**src/rtl/scc_irq_pkg.sv**
```systemverilog
package scc_irq_pkg;
  localparam int DW = 8;
  localparam int AW = 3;
  localparam int RXW = 6;   // rx_stat implemented bits 7..2
  localparam int RXLSB = DW - RXW;

  localparam logic [AW-1:0] A_LINE_STAT = 3'd0;
  localparam logic [AW-1:0] A_RX_STAT   = 3'd1;
  localparam logic [AW-1:0] A_FRM_STAT  = 3'd2;
  localparam logic [AW-1:0] A_LINE_EN   = 3'd3;
  localparam logic [AW-1:0] A_RX_EN     = 3'd4;
  localparam logic [AW-1:0] A_FRM_EN    = 3'd5;
  localparam logic [AW-1:0] A_TOP_EN    = 3'd6;
  localparam logic [AW-1:0] A_SUMMARY   = 3'd7;

  // line_stat bit split between transmit and receive summaries
  localparam logic [DW-1:0] TX_LINE_MASK = 8'hC8;
  localparam logic [DW-1:0] RX_LINE_MASK = 8'h37;
endpackage

```
**src/rtl/sticky_w1c.sv**
```systemverilog
module sticky_w1c #(
  parameter int W = 8
) (
  input  logic         clk_i,
  input  logic         rst_ni,
  input  logic [W-1:0] set_i,
  input  logic [W-1:0] clr_i,
  output logic [W-1:0] q_o
);
  for (genvar i = 0; i < W; i++) begin : g_bit
    always_ff @(posedge clk_i or negedge rst_ni) begin
      if (!rst_ni)        q_o[i] <= 1'b0;
      else if (set_i[i])  q_o[i] <= 1'b1;  // set beats clear
      else if (clr_i[i])  q_o[i] <= 1'b0;
    end
  end


  sticky_hold_chk: assert property (@(posedge clk_i) disable iff (!rst_ni)
    1'b1 |=> (($past(q_o) & ~$past(clr_i) & ~q_o) == '0));

  clear_chk: assert property (@(posedge clk_i) disable iff (!rst_ni)
    1'b1 |=> ((q_o & $past(clr_i) & ~$past(set_i)) == '0));

  set_wins_chk: assert property (@(posedge clk_i) disable iff (!rst_ni)
    (set_i != '0) |=> ((q_o & $past(set_i)) == $past(set_i)));
endmodule

```
**src/rtl/mask_or.sv**
```systemverilog
module mask_or #(
  parameter int W = 8
) (
  input  logic [W-1:0] stat_i,
  input  logic [W-1:0] en_i,
  output logic         any_o
);
  assign any_o = |(stat_i & en_i);
endmodule

```
**src/rtl/scc_irq_agg.sv**
```systemverilog
module scc_irq_agg
  import scc_irq_pkg::*;
(
  input  logic              clk_i,
  input  logic              rst_ni,
  input  logic              wr_en_i,
  input  logic [AW-1:0]     addr_i,
  input  logic [DW-1:0]     wdata_i,
  output logic [DW-1:0]     rdata_o,
  input  logic [DW-1:0]     line_evt_i,
  input  logic [RXW-1:0]    rx_evt_i,
  input  logic              frame_evt_i,
  output logic              tx_req_o,
  output logic              rx_req_o
);
  logic [DW-1:0]  line_stat, line_en;
  logic [RXW-1:0] rx_stat, rx_en;
  logic           frm_stat, frm_en;
  logic [1:0]     top_en;
  logic           tx_flag, rx_flag;
  logic           rx_line_any, rx_stat_any;

  logic wr_line_stat, wr_rx_stat, wr_frm_stat;
  assign wr_line_stat = wr_en_i && (addr_i == A_LINE_STAT);
  assign wr_rx_stat   = wr_en_i && (addr_i == A_RX_STAT);
  assign wr_frm_stat  = wr_en_i && (addr_i == A_FRM_STAT);

  sticky_w1c #(.W(DW)) u_line_stat (
    .clk_i, .rst_ni,
    .set_i (line_evt_i),
    .clr_i (wr_line_stat ? wdata_i : '0),
    .q_o   (line_stat)
  );

  sticky_w1c #(.W(RXW)) u_rx_stat (
    .clk_i, .rst_ni,
    .set_i (rx_evt_i),
    .clr_i (wr_rx_stat ? wdata_i[DW-1:RXLSB] : '0),
    .q_o   (rx_stat)
  );

  sticky_w1c #(.W(1)) u_frm_stat (
    .clk_i, .rst_ni,
    .set_i (frame_evt_i),
    .clr_i (wr_frm_stat & wdata_i[DW-1]),
    .q_o   (frm_stat)
  );

  always_ff @(posedge clk_i or negedge rst_ni) begin
    if (!rst_ni) begin
      line_en <= '0;
      rx_en   <= '0;
      frm_en  <= 1'b0;
      top_en  <= '0;
    end else if (wr_en_i) begin
      unique case (addr_i)
        A_LINE_EN: line_en <= wdata_i;
        A_RX_EN:   rx_en   <= wdata_i[DW-1:RXLSB];
        A_FRM_EN:  frm_en  <= wdata_i[DW-1];
        A_TOP_EN:  top_en  <= wdata_i[1:0];
        default: ;
      endcase
    end
  end

  mask_or #(.W(DW)) u_tx_or (
    .stat_i (line_stat & TX_LINE_MASK), .en_i (line_en), .any_o (tx_flag));
  mask_or #(.W(DW)) u_rx_line_or (
    .stat_i (line_stat & RX_LINE_MASK), .en_i (line_en), .any_o (rx_line_any));
  mask_or #(.W(RXW)) u_rx_stat_or (
    .stat_i (rx_stat), .en_i (rx_en), .any_o (rx_stat_any));

  assign rx_flag = rx_line_any | rx_stat_any | (frm_stat & frm_en);

  always_ff @(posedge clk_i or negedge rst_ni) begin
    if (!rst_ni) begin
      tx_req_o <= 1'b0;
      rx_req_o <= 1'b0;
    end else begin
      tx_req_o <= tx_flag & top_en[0];
      rx_req_o <= rx_flag & top_en[1];
    end
  end

  always_comb begin
    rdata_o = '0;
    unique case (addr_i)
      A_LINE_STAT: rdata_o = line_stat;
      A_RX_STAT:   rdata_o[DW-1:RXLSB] = rx_stat;
      A_FRM_STAT:  rdata_o[DW-1] = frm_stat;
      A_LINE_EN:   rdata_o = line_en;
      A_RX_EN:     rdata_o[DW-1:RXLSB] = rx_en;
      A_FRM_EN:    rdata_o[DW-1] = frm_en;
      A_TOP_EN:    rdata_o[1:0] = top_en;
      A_SUMMARY:   rdata_o[1:0] = {rx_flag, tx_flag};
      default: ;
    endcase
  end


  tx_req_on_chk: assert property (@(posedge clk_i) disable iff (!rst_ni)
    (tx_flag && top_en[0]) |=> tx_req_o);

  tx_req_off_chk: assert property (@(posedge clk_i) disable iff (!rst_ni)
    !(tx_flag && top_en[0]) |=> !tx_req_o);

  rx_req_off_chk: assert property (@(posedge clk_i) disable iff (!rst_ni)
    !(rx_flag && top_en[1]) |=> !rx_req_o);

  en_keeps_stat_chk: assert property (@(posedge clk_i) disable iff (!rst_ni)
    (wr_en_i && addr_i == A_LINE_EN && line_evt_i == '0) |=> $stable(line_stat));

  tx_flag_src_chk: assert property (@(posedge clk_i) disable iff (!rst_ni)
    tx_flag |-> (line_stat[7] || line_stat[6] || line_stat[3]));
endmodule

```
**config.mk**
```make
export PLATFORM = sky130hd
export DESIGN_NAME = scc_irq_agg
export DESIGN_NICKNAME = d
export VERILOG_FILES = /design/src/rtl/scc_irq_pkg.sv /design/src/rtl/sticky_w1c.sv /design/src/rtl/mask_or.sv /design/src/rtl/scc_irq_agg.sv
export SDC_FILE = /design/constraint.sdc
export NUM_CORES = 1
export LEC_CHECK = 0
export BUFFER_PORTS_ARGS = -buffer_cell sky130_fd_sc_hd__buf_4
export CAP_MARGIN = 10
export CORE_MARGIN = 2
export CORE_UTILIZATION = 35
export DETAILED_ROUTE_END_ITERATION = 7
export SLEW_MARGIN = 25
export SYNTH_ARGS = -nofsm -noshare
export SYNTH_HDL_FRONTEND = slang
export SYNTH_SLANG_ARGS = --single-unit
```
**constraint.sdc**
```tcl
create_clock -name clk_i -period 1.3 [get_ports clk_i]
set_input_delay 0.065 -clock clk_i [delete_from_list [all_inputs] [get_ports clk_i]]
set_output_delay 0.065 -clock clk_i [all_outputs]
set_load 0.02 [all_outputs]
```
==> results of run 1 <==
## worst paths after layout
path | from | end | slack [ns] | cells past startpoint
max | u_line_stat.q_o[3] | rdata_o[0] | -0.33 | 5
min reg2reg | top_en[1] | rx_req_o | 0.53 | 2
max reg2reg | u_rx_stat.q_o[1] | rx_req_o | 0.07 | 6
max in group asynchronous | rst_ni | u_rx_stat.q_o[1] | 0.71 | 2
min in group asynchronous | rst_ni | tx_req_o | 0.27 | 2
min | wdata_i[1] | top_en[1] | 0.03 | 2
## what timing repair did
action / 4_1_cts / 5_1_grt
gates resized for setup: 18 / 6
endpoints found under the setup margin: 6 / 9
endpoints found under the hold margin: 49 / 0
hold buffers: 16 / 0
pin swaps: 15 / 13
buffers inserted: 14 / 8
## per-stage QoR
stage,setup WS [ns],total power (uW),TNS (ns),instances,util
finish,-0.3294,2922,-1.054,303,0.5423
global route,-0.4065,3066,-1.617,303,0.5423
CTS,-0.2993,2955,-1.355,304,0.5423
detailed placement,0.004113,1940,0,266,0.4535
global placement,0.003118,1919,0,266,0.4535
floorplan,0.06509,1656,0,152,-
## layout make-up
| type | count | area, um2 |
|---|---|---|
| clock buffers | 7 | 86.33 |
| clock inverters | 1 | 5.005 |
| fillers | 422 | 2162 |
| inverters | 1 | 3.754 |
| multi-input cells | 110 | 845.8 |
| flip-flops and latches | 34 | 850.8 |
| well taps | 67 | 83.83 |
| repair buffers | 83 | 685.7 |
## sequential cells by signal, indices dropped and copies added (netlist names)
signal           flops
u_line_stat.q_o      8
frm_en               1
rx_req_o             1
u_rx_stat.q_o        6
u_frm_stat.q_o       1
line_en              8
tx_req_o             1
rx_en                6
top_en               2
## synth_stat cells (all sizes together)
library cell   n
o21ai          3
mux2i          9
o22ai          5
a31oi          2
nand2b         1
and3b          1
nor3b          1
o32ai          1
a222oi         1
nor2b          4
a22oi          9
nor3           2
a21o          15
mux2          18
buf            7
and2           1
nor2           8
nand3          4
or2            1
dfrtp         34
inv            1
a21oi          2
nand2         22
## placed cells by master, fill, tap and decap left out
| cell type | n |
|---|---|
| clkbuf_8 | 6 |
| mux2_2 | 18 |
| a31oi_1 | 2 |
| nor2b_1 | 3 |
| buf_4 | 61 |
| nand3_1 | 3 |
| clkbuf_1 | 1 |
| a21o_1 | 15 |
| and2_1 | 1 |
| nor3_4 | 1 |
| inv_1 | 1 |
| nor3_2 | 1 |
| nor2_4 | 1 |
| nand2_2 | 2 |
| mux2i_1 | 9 |
| o21ai_1 | 3 |
| buf_6 | 6 |
| nor3b_4 | 1 |
| o32ai_1 | 1 |
| nor2_1 | 7 |
| nand2b_1 | 1 |
| a21oi_1 | 2 |
| dlygate4sd3_1 | 16 |
| a22oi_2 | 6 |
| and3b_1 | 1 |
| nand3_2 | 1 |
| or2_2 | 1 |
| nand2_1 | 20 |
| clkinv_2 | 1 |
| dfrtp_1 | 34 |
| o22ai_1 | 5 |
| a22oi_1 | 3 |
| a222oi_1 | 1 |
| nor2b_4 | 1 |
## worst max-delay path, cell delays in order, from the launching register on
cell,delay (ns)
dfrtp_1,0.38
a222oi_1,0.43
nand2_1,0.10
o21ai_1,0.09
o22ai_1,0.10
buf_4,0.17
## report_power, final
part,internal (uW),switching [uW]
logic,459,341
clock network,427,379
registers,1200,116
total,2090,835
## metal layers
| layer | global-route usage | up-vias | wire, um | part of all wire |
|---|---|---|---|---|
| met3 | 0.04252 | 6 | 188 | 0.041 |
| met5 | 0 | - | 0 | 0 |
| met1 | 0.2300 | 732 | 2086 | 0.45 |
| li1 | - | 721 | - | - |
| met4 | 0.04848 | 0 | 47 | 0.010 |
| met2 | 0.3234 | 30 | 2289 | 0.50 |
## kinds of logic (layout without fill, tap and decap cells)
family,Yosys count,in the layout,share of synthesized area
buf+inv,8,92,0.03230
mux,27,27,0.1718
flops,34,34,0.4993
simple gates,45,45,0.1395
compound gates,38,38,0.1571
==> impl_results.md, run 1 <==
- Status: complete, but fails checks
- Failing checks: setup timing
- Netlist Area Pre-Place: 0.001704 mm2
- Number of I/O port buffers: 38
- Clk slew on worst S/H paths: 0.07 ns
- Final slew viol count: 0
- WL final: 4611 um
- Cell leakage power: 0.001101 uW
- DRC viols: 0
- First-pass GRT wire length: 7562 um
- Seq cells post-synth: 34
- GPL Wtd Cong: 0.8191
- Post-synth top area cell: dfrtp_1
- Hold Path Class: in2reg
- Setup crit end kind: output pin
- Worst hold slack: around 0.034 ns
- Ports: 39
- Yosys warnings: 0
- Global route overflow: 0
- Top-area cell type share of the netlist area: 0.4993
- Setup ws final: -0.3294 ns
- H-tree Lvls: 2
- Ant diodes: 0
- Fin crit period: 1.629 ns
- Max Fanout on Critical Path: 2
- Unrepaired setup endpoints after global routing: yes
- Antenna viol nets, final: 0
- CTS max path bufs: 2
- Total GRT Usage: 0.1856
- Max-Cap Viols: 0
- Row count: 25
- Placed Area: roughly 0.0021 mm2
- Clock Sinks: 34
- Endpoints failing hold: 0
- Arrival time at the worst endpoint: 1.56 ns
- Vias in the first global route: approximately 1600
- Initial core utilization: 0.3608
- Largest net degree at the start of global routing: 35
- Vias: approximately 1500
- Relative slew slack: 0.6997
- Clock latency on the worst-skew pair: 0.28 ns
- Post-synthesis sequential area ratio: 0.4993
- Die Ht: 73.78 um
- Worst Setup Start Kind: flop
- Tcrit/Tclk final: 1.253
- First-iteration detailed-routing DRC count: 73
- Synth cell types: 28
- Total CTS buffers: 5
- Nets: 264
- Clock root buffer: clkbuf_8
- Worst Skew: 0.004631 ns
- Count of final setup violators: 6
- Drt via density: 4.914
- Area grow syn2layout: 50.29%
- Dpl hpwl: 3241 um
- Antenna violations before repair: 0
- WP data required: 1.24 ns
- Fmax: between 600 and 700 MHz
- Worst Tran Pin Value: between 0.4 and 0.5 ns
- Die area: 0.005443 mm2
- Cells after Synth: 152
- Syn nets: about 180
- Peak supply drop: 0.5512 mV
- Pwr dens: 1141 mW/mm2
- Die width: 73.78 um
- DR WL/cell: between 15 and 20 um
- Mean Syn Cell Area: around 11 um2
- CTS tree: yes
- 1st-pass router iterations: 4
- CORE AREA: 0.004723 mm2
- Critical path class: reg2out
- Ranking of synthesized cells by area: dfrtp_1, mux2_2, a21o_1
- Post-route cell area: 0.002561 mm2
- Layout cells sized above 1: 0.4534
Power figures use the tool's default switching activity.
==> run 2: changes to the inputs <==
CTS_BUF_LIST = sky130_fd_sc_hd__clkbuf_16   (was not set)
CTS_CLUSTER_SIZE = 12   (was not set)
HOLD_SLACK_MARGIN = 0.08   (was not set)
==> run 2 against run 1 <==
Compared with the run above: the flow still finishes with violations (setup timing); clock power increased by 36%; fmax grew 4.9%; sequential power barely moved; clock skew down 0.0025 ns; highest routed layer unchanged.
==> impl_results.md, run 2 (synthesis results as in run 1) <==
- CTS tree: yes
- First-iteration detailed-routing DRC count: ~120
- Setup ws final: -0.2540 ns
- Clock root buffer: clkbuf_16
- First-pass GRT wire length: 7845 um
- Failing checks: setup timing
- Clock latency on the worst-skew pair: 0.27 ns
- Tcrit/Tclk final: 1.195
- 1st-pass router iterations: 4
- Critical path class: reg2out
- Total GRT Usage: 0.1922
- Largest net degree at the start of global routing: 35
- Commonest cells after routing, fill and taps aside: buf_4, dfrtp_1, dlygate4sd3_1
- Status: complete, but fails checks
- Worst Tran Pin Value: 0.4485 ns
- Multi-input logic area: 840.8 um2
- Row count: 25
- Global route overflow: 0
- WL final: 4666 um
- Pwr dens: 1208 mW/mm2
- Initial core utilization: 0.3608
- Total CTS buffers: 5
- Hold Path Class: in2reg
- Ports: 39
- WP data required: 1.24 ns
- Arrival time at the worst endpoint: 1.49 ns
- Fmax: between 600 and 700 MHz
- Antenna viol nets, final: 0
- Pwr Total: 3212 uW
- Nets: between 200 and 300
- Pre-CTS WS: slightly above 0.004 ns
- GPL Wtd Cong: 0.8191
- Peak supply drop: 0.6848 mV
- Clock Sinks: 34
- Drt via density: 4.906
- Worst Skew: 0.002128 ns
- Peak per-stage delay on the critical path: 0.40 ns
- Dpl hpwl: 3241 um
- Endpoints failing hold: 0
- Placed Area: 0.002142 mm2
- Vias: ~1500
- Post-Route Setup TNS: -0.8987 ns
- Max Fanout on Critical Path: 2
- Area grow syn2layout: 56.09%
- CP Cell Sequence: a222oi_1, nand2_1, o21ai_1, o22ai_1, buf_4
- Final slew viol count: 0
- Largest regs: line_en (8), u_line_stat.q_o (8)
- Post-route cell area: 0.002660 mm2
- Most common cell after layout, fill and taps aside: buf_4
- CORE AREA: 0.004723 mm2
- Die Ht: 73.78 um
- Die area: 0.005443 mm2
- Fill count: 415
- DR WL/cell: 15.10 um
- Vias in the first global route: 1677
- Setup crit end kind: output pin
- Number of I/O port buffers: 38
- Max-Cap Viols: 0
- Relative slew slack: 0.7010
- Clk slew on worst S/H paths: 0.05 ns
- Count of final setup violators: 6
- Die width: 73.78 um
- Layout cells sized above 1: 0.4298
- Antenna violations before repair: 0
- Unrepaired setup endpoints after global routing: yes
- Ant diodes: 0
- H-tree Lvls: 2
- Cell leakage power: between 0.001 and 0.0015 uW
- Final core occ: 0.5632
- Register area: roughly 850 um2
- Worst Setup Start Kind: flop
- CTS max path bufs: 2
- Fin crit period: 1.554 ns
- DRC viols: 0
- CP max-delay cell: a222oi_1
==> run 2: changes by cell type in the layout (fill, tap and decap cells not counted), sizes merged <==
cell,delta
buf,-2
dlygate4sd3,+8
inv,+1
clkinv,+1
clkbuf,-2
==> run 2: what timing repair did <==
action | CTS | global route
setup endpoints to repair | 5 | 9
resized for setup | 14 | 7
endpoints found under the hold margin | 66 | 0
pin swaps | 12 | 10
gates cloned | 0 | 0
hold buffers | 24 | 0
buffers inserted | 12 | 5
==> run 2: metrics by stage <==
stage / hold slack [ns] / cells
4_1_cts: 0.2411 / 310
3_5_place_dp: 0.04325 / 266
2_1_floorplan: -0.2306 / 152
3_3_place_gp: 0.03236 / 266
6_report: 0.2438 / 309
5_1_grt: 0.2592 / 309
==> run 2: report_power, final <==
| group | leakage [uW] | internal (uW) | total [uW] | switching [uW] |
|---|---|---|---|---|
| Combinational | 0.000711 | 458 | 792 | 334 |
| Sequential | 0.000363 | 1200 | 1320 | 114 |
| Clock | 0.0000724 | 691 | 1100 | 412 |
| Total | 0.00115 | 2350 | 3210 | 860 |
==> run 2: path summary, 6_finish.rpt <==
kind / from / end / slack [ns] / cells past startpoint
hold / removal: wr_en_i / top_en[1] / 0.24 / 3
setup reg to reg: u_rx_stat.q_o[3] / rx_req_o / -0.18 / 8
min in group asynchronous: rst_ni / tx_req_o / 0.28 / 2
hold reg to reg: u_line_stat.q_o[2] / u_line_stat.q_o[2] / 0.53 / 1
max in group asynchronous: rst_ni / u_rx_stat.q_o[1] / 0.69 / 2
setup / recovery: u_line_stat.q_o[3] / rdata_o[0] / -0.25 / 5
==> run 2: per-layer routing <==
metal / routed length [um] / track usage / share of wire
met1: 2103 / 0.2346 / 0.45
met2: 2295 / 0.3313 / 0.49
met3: 204 / 0.04390 / 0.044
met4: 62 / 0.06667 / 0.013
met5: 0 / 0 / 0
==> run 2: cell type report <==
cell class | instances | area share
timing repair buffer | 89 | 0.2794
inverter | 1 | 0.001411
tap | 67 | 0.03151
clock inverter | 3 | 0.004704
multi-input combinational | 110 | 0.3161
clock buffer | 5 | 0.04704
sequential | 34 | 0.3198
==> run 2: critical path: cells and delay by family (launching register included) <==
| kind | cells | cell delay (ns) |
|---|---|---|
| compound gates | 3 | 0.57 |
| simple gates | 1 | 0.10 |
| flops | 1 | 0.37 |
| buf+inv | 1 | 0.17 |
==> run 3: changes to the inputs <==
clock period = 1.91 ns   (was 1.3 ns; I/O delays follow)
==> run 3 against run 2 <==
Compared with the run above: the flow now finishes without violations; wire length fell by 7.1%; critical path depth did not move; sequential power fell by 32%; worst hold slack got worse by 0.16 ns; die area did not move; setup slack improved by 0.51 ns.
==> impl_results.md, run 3 (synthesis results as in run 1) <==
- CTS tree: yes
- Antenna violations before repair: 0
- Cell leakage power: 0.0009929 uW
- GPL Wtd Cong: 0.7774
- DRC viols: 0
- Worst R2R End: rx_req_o
- Total GRT Usage: 0.1772
- Clk slew on worst S/H paths: 0.05 ns
- Pre-CTS WS: 0.5231 ns
- Worst Setup Start Kind: flop
- Critical path class: reg2out
- First-pass GRT wire length: 7017 um
- WL final: ~4300 um
- Commonest cells after routing, fill and taps aside: buf_4, dfrtp_1, nand2_1
- Clock latency on the worst-skew pair: around 0.27 ns
- CP Capture Point: rdata_o[0]
- Fin crit period: roughly 1.7 ns
- Status: finished clean
- DR WL/cell: 15.59 um
- Clock Sinks: 34
- Count of final setup violators: 0
- Initial core utilization: 0.3608
- Most common cell after layout, fill and taps aside: buf_4
- Worst path buffer plus inverter count: 1
- Endpoints failing hold: 0
- 1st-pass router iterations: 4
- Die Ht: 73.78 um
- Row count: 25
- CTS max path bufs: 2
- Number of I/O port buffers: 38
- Final slew viol count: 0
- Antenna viol nets, final: 0
- Critical Path Start: u_line_stat.q_o[6]
- Setup crit end kind: output pin
- Worst Skew: between 0.002 and 0.003 ns
- Arrival time at the worst endpoint: 1.55 ns
- Post-Route Setup TNS: 0 ns
- Vias in the first global route: between 1000 and 1500
- Area grow syn2layout: 38.47%
- Layout cells sized above 1: 0.3175
- Drt via density: around 5.0
- Max Fanout on Critical Path: 3
- H-tree Lvls: 2
- Die width: ~74 um
- Max-Cap Viols: 0
- Largest regs: line_en (8), u_line_stat.q_o (8)
- Unrepaired setup endpoints after global routing: no
- Largest net degree at the start of global routing: 35
- Fmax: 606.0 MHz
- Nets: 239
- CP Cell Sequence: a222oi_1, nand2_1, o21ai_0, o22ai_1, buf_4
- Tcrit/Tclk final: 0.8639
- Global route overflow: 0
- Delay-heaviest family, CP: compound AO/OA/AOI/OAI gates
- Ant diodes: 0
- WP data required: 1.81 ns
- Peak per-stage delay on the critical path: 0.43 ns
- Stages on worst setup path: 5
- Fill count: 437
- Setup ws final: ~0.26 ns
- R2R setup slack: 0.83 ns
- Dpl hpwl: 3026 um
- Ports: 39
- CORE AREA: 0.004723 mm2
- R2R cell count: 4
- Total CTS buffers: 5
- Relative slew slack: 0.6417
- Final core occ: 0.4996
- Peak supply drop: 0.4606 mV
- Hold Path Class: in2reg
- Worst R2R Start: u_rx_stat.q_o[1]
- Worst Tran Pin Value: 0.5369 ns
- Pwr dens: 873.2 mW/mm2
- Die area: between 0.005 and 0.006 mm2
- Clock root buffer: clkbuf_16
- CP max-delay cell: a222oi_1
- Vias: about 1400
- First-iteration detailed-routing DRC count: between 50 and 60
run 3: cell type report:
type	instances	area (um2)	share of cell area
tap	67	83.83	0.03552
clock buffer	5	125.1	0.05302
inverter	1	3.754	0.001591
clock inverter	3	12.51	0.005302
sequential	34	850.8	0.3606
multi-input combinational	110	798.3	0.3383
timing repair buffer	58	485.5	0.2057
run 3: through the flow:
step	cell area [um2]	hold slack [ns]	total power, uW	cells
2_1_floorplan	1704	-0.2001	1127	152
3_3_place_gp	2022	0.06670	1278	250
3_5_place_dp	2022	0.07671	1293	250
4_1_cts	2360	0.08043	2087	278
5_1_grt	2360	0.08123	2174	278
6_report	2360	0.08154	2061	278
run 3: worst min path at each step:
stage                               to       start  slack, ns  cells past startpoint
floorplan                       frm_en      rst_ni      -0.20                      0
global placement        u_frm_stat.q_o      rst_ni       0.07                      1
detailed placement  u_line_stat.q_o[0]      rst_ni       0.08                      1
CTS                           rx_en[3]  wdata_i[5]       0.08                      2
global route                line_en[4]  wdata_i[4]       0.08                      2
finish                        rx_en[3]  wdata_i[5]       0.08                      2
run 3: per-layer routing:
metal,global-route usage,share of wire
met5,0,0
met4,0.09293,0.022
met3,0.04115,0.053
met2,0.2728,0.47
met1,0.2310,0.45
run 3: worst reg2reg max path, stage by stage, from the launching register on:
cell and delay, ns:
dfrtp_1 0.41, a22oi_1 0.22, nand2_1 0.13, nor2_1 0.12, a31oi_1 0.07
run 3: what timing repair did:
item	CTS	global route
hold buffers	20	0
gates resized for setup	0	0
endpoints found under the hold margin	54	0
buffers inserted	0	0
run 3: report_power, final:
part | switching (uW) | leakage [uW] | internal (uW) | total [uW]
clock network | 277 | 0.0000724 | 470 | 747
registers | 76.6 | 0.000363 | 819 | 896
logic | 191 | 0.000558 | 227 | 418
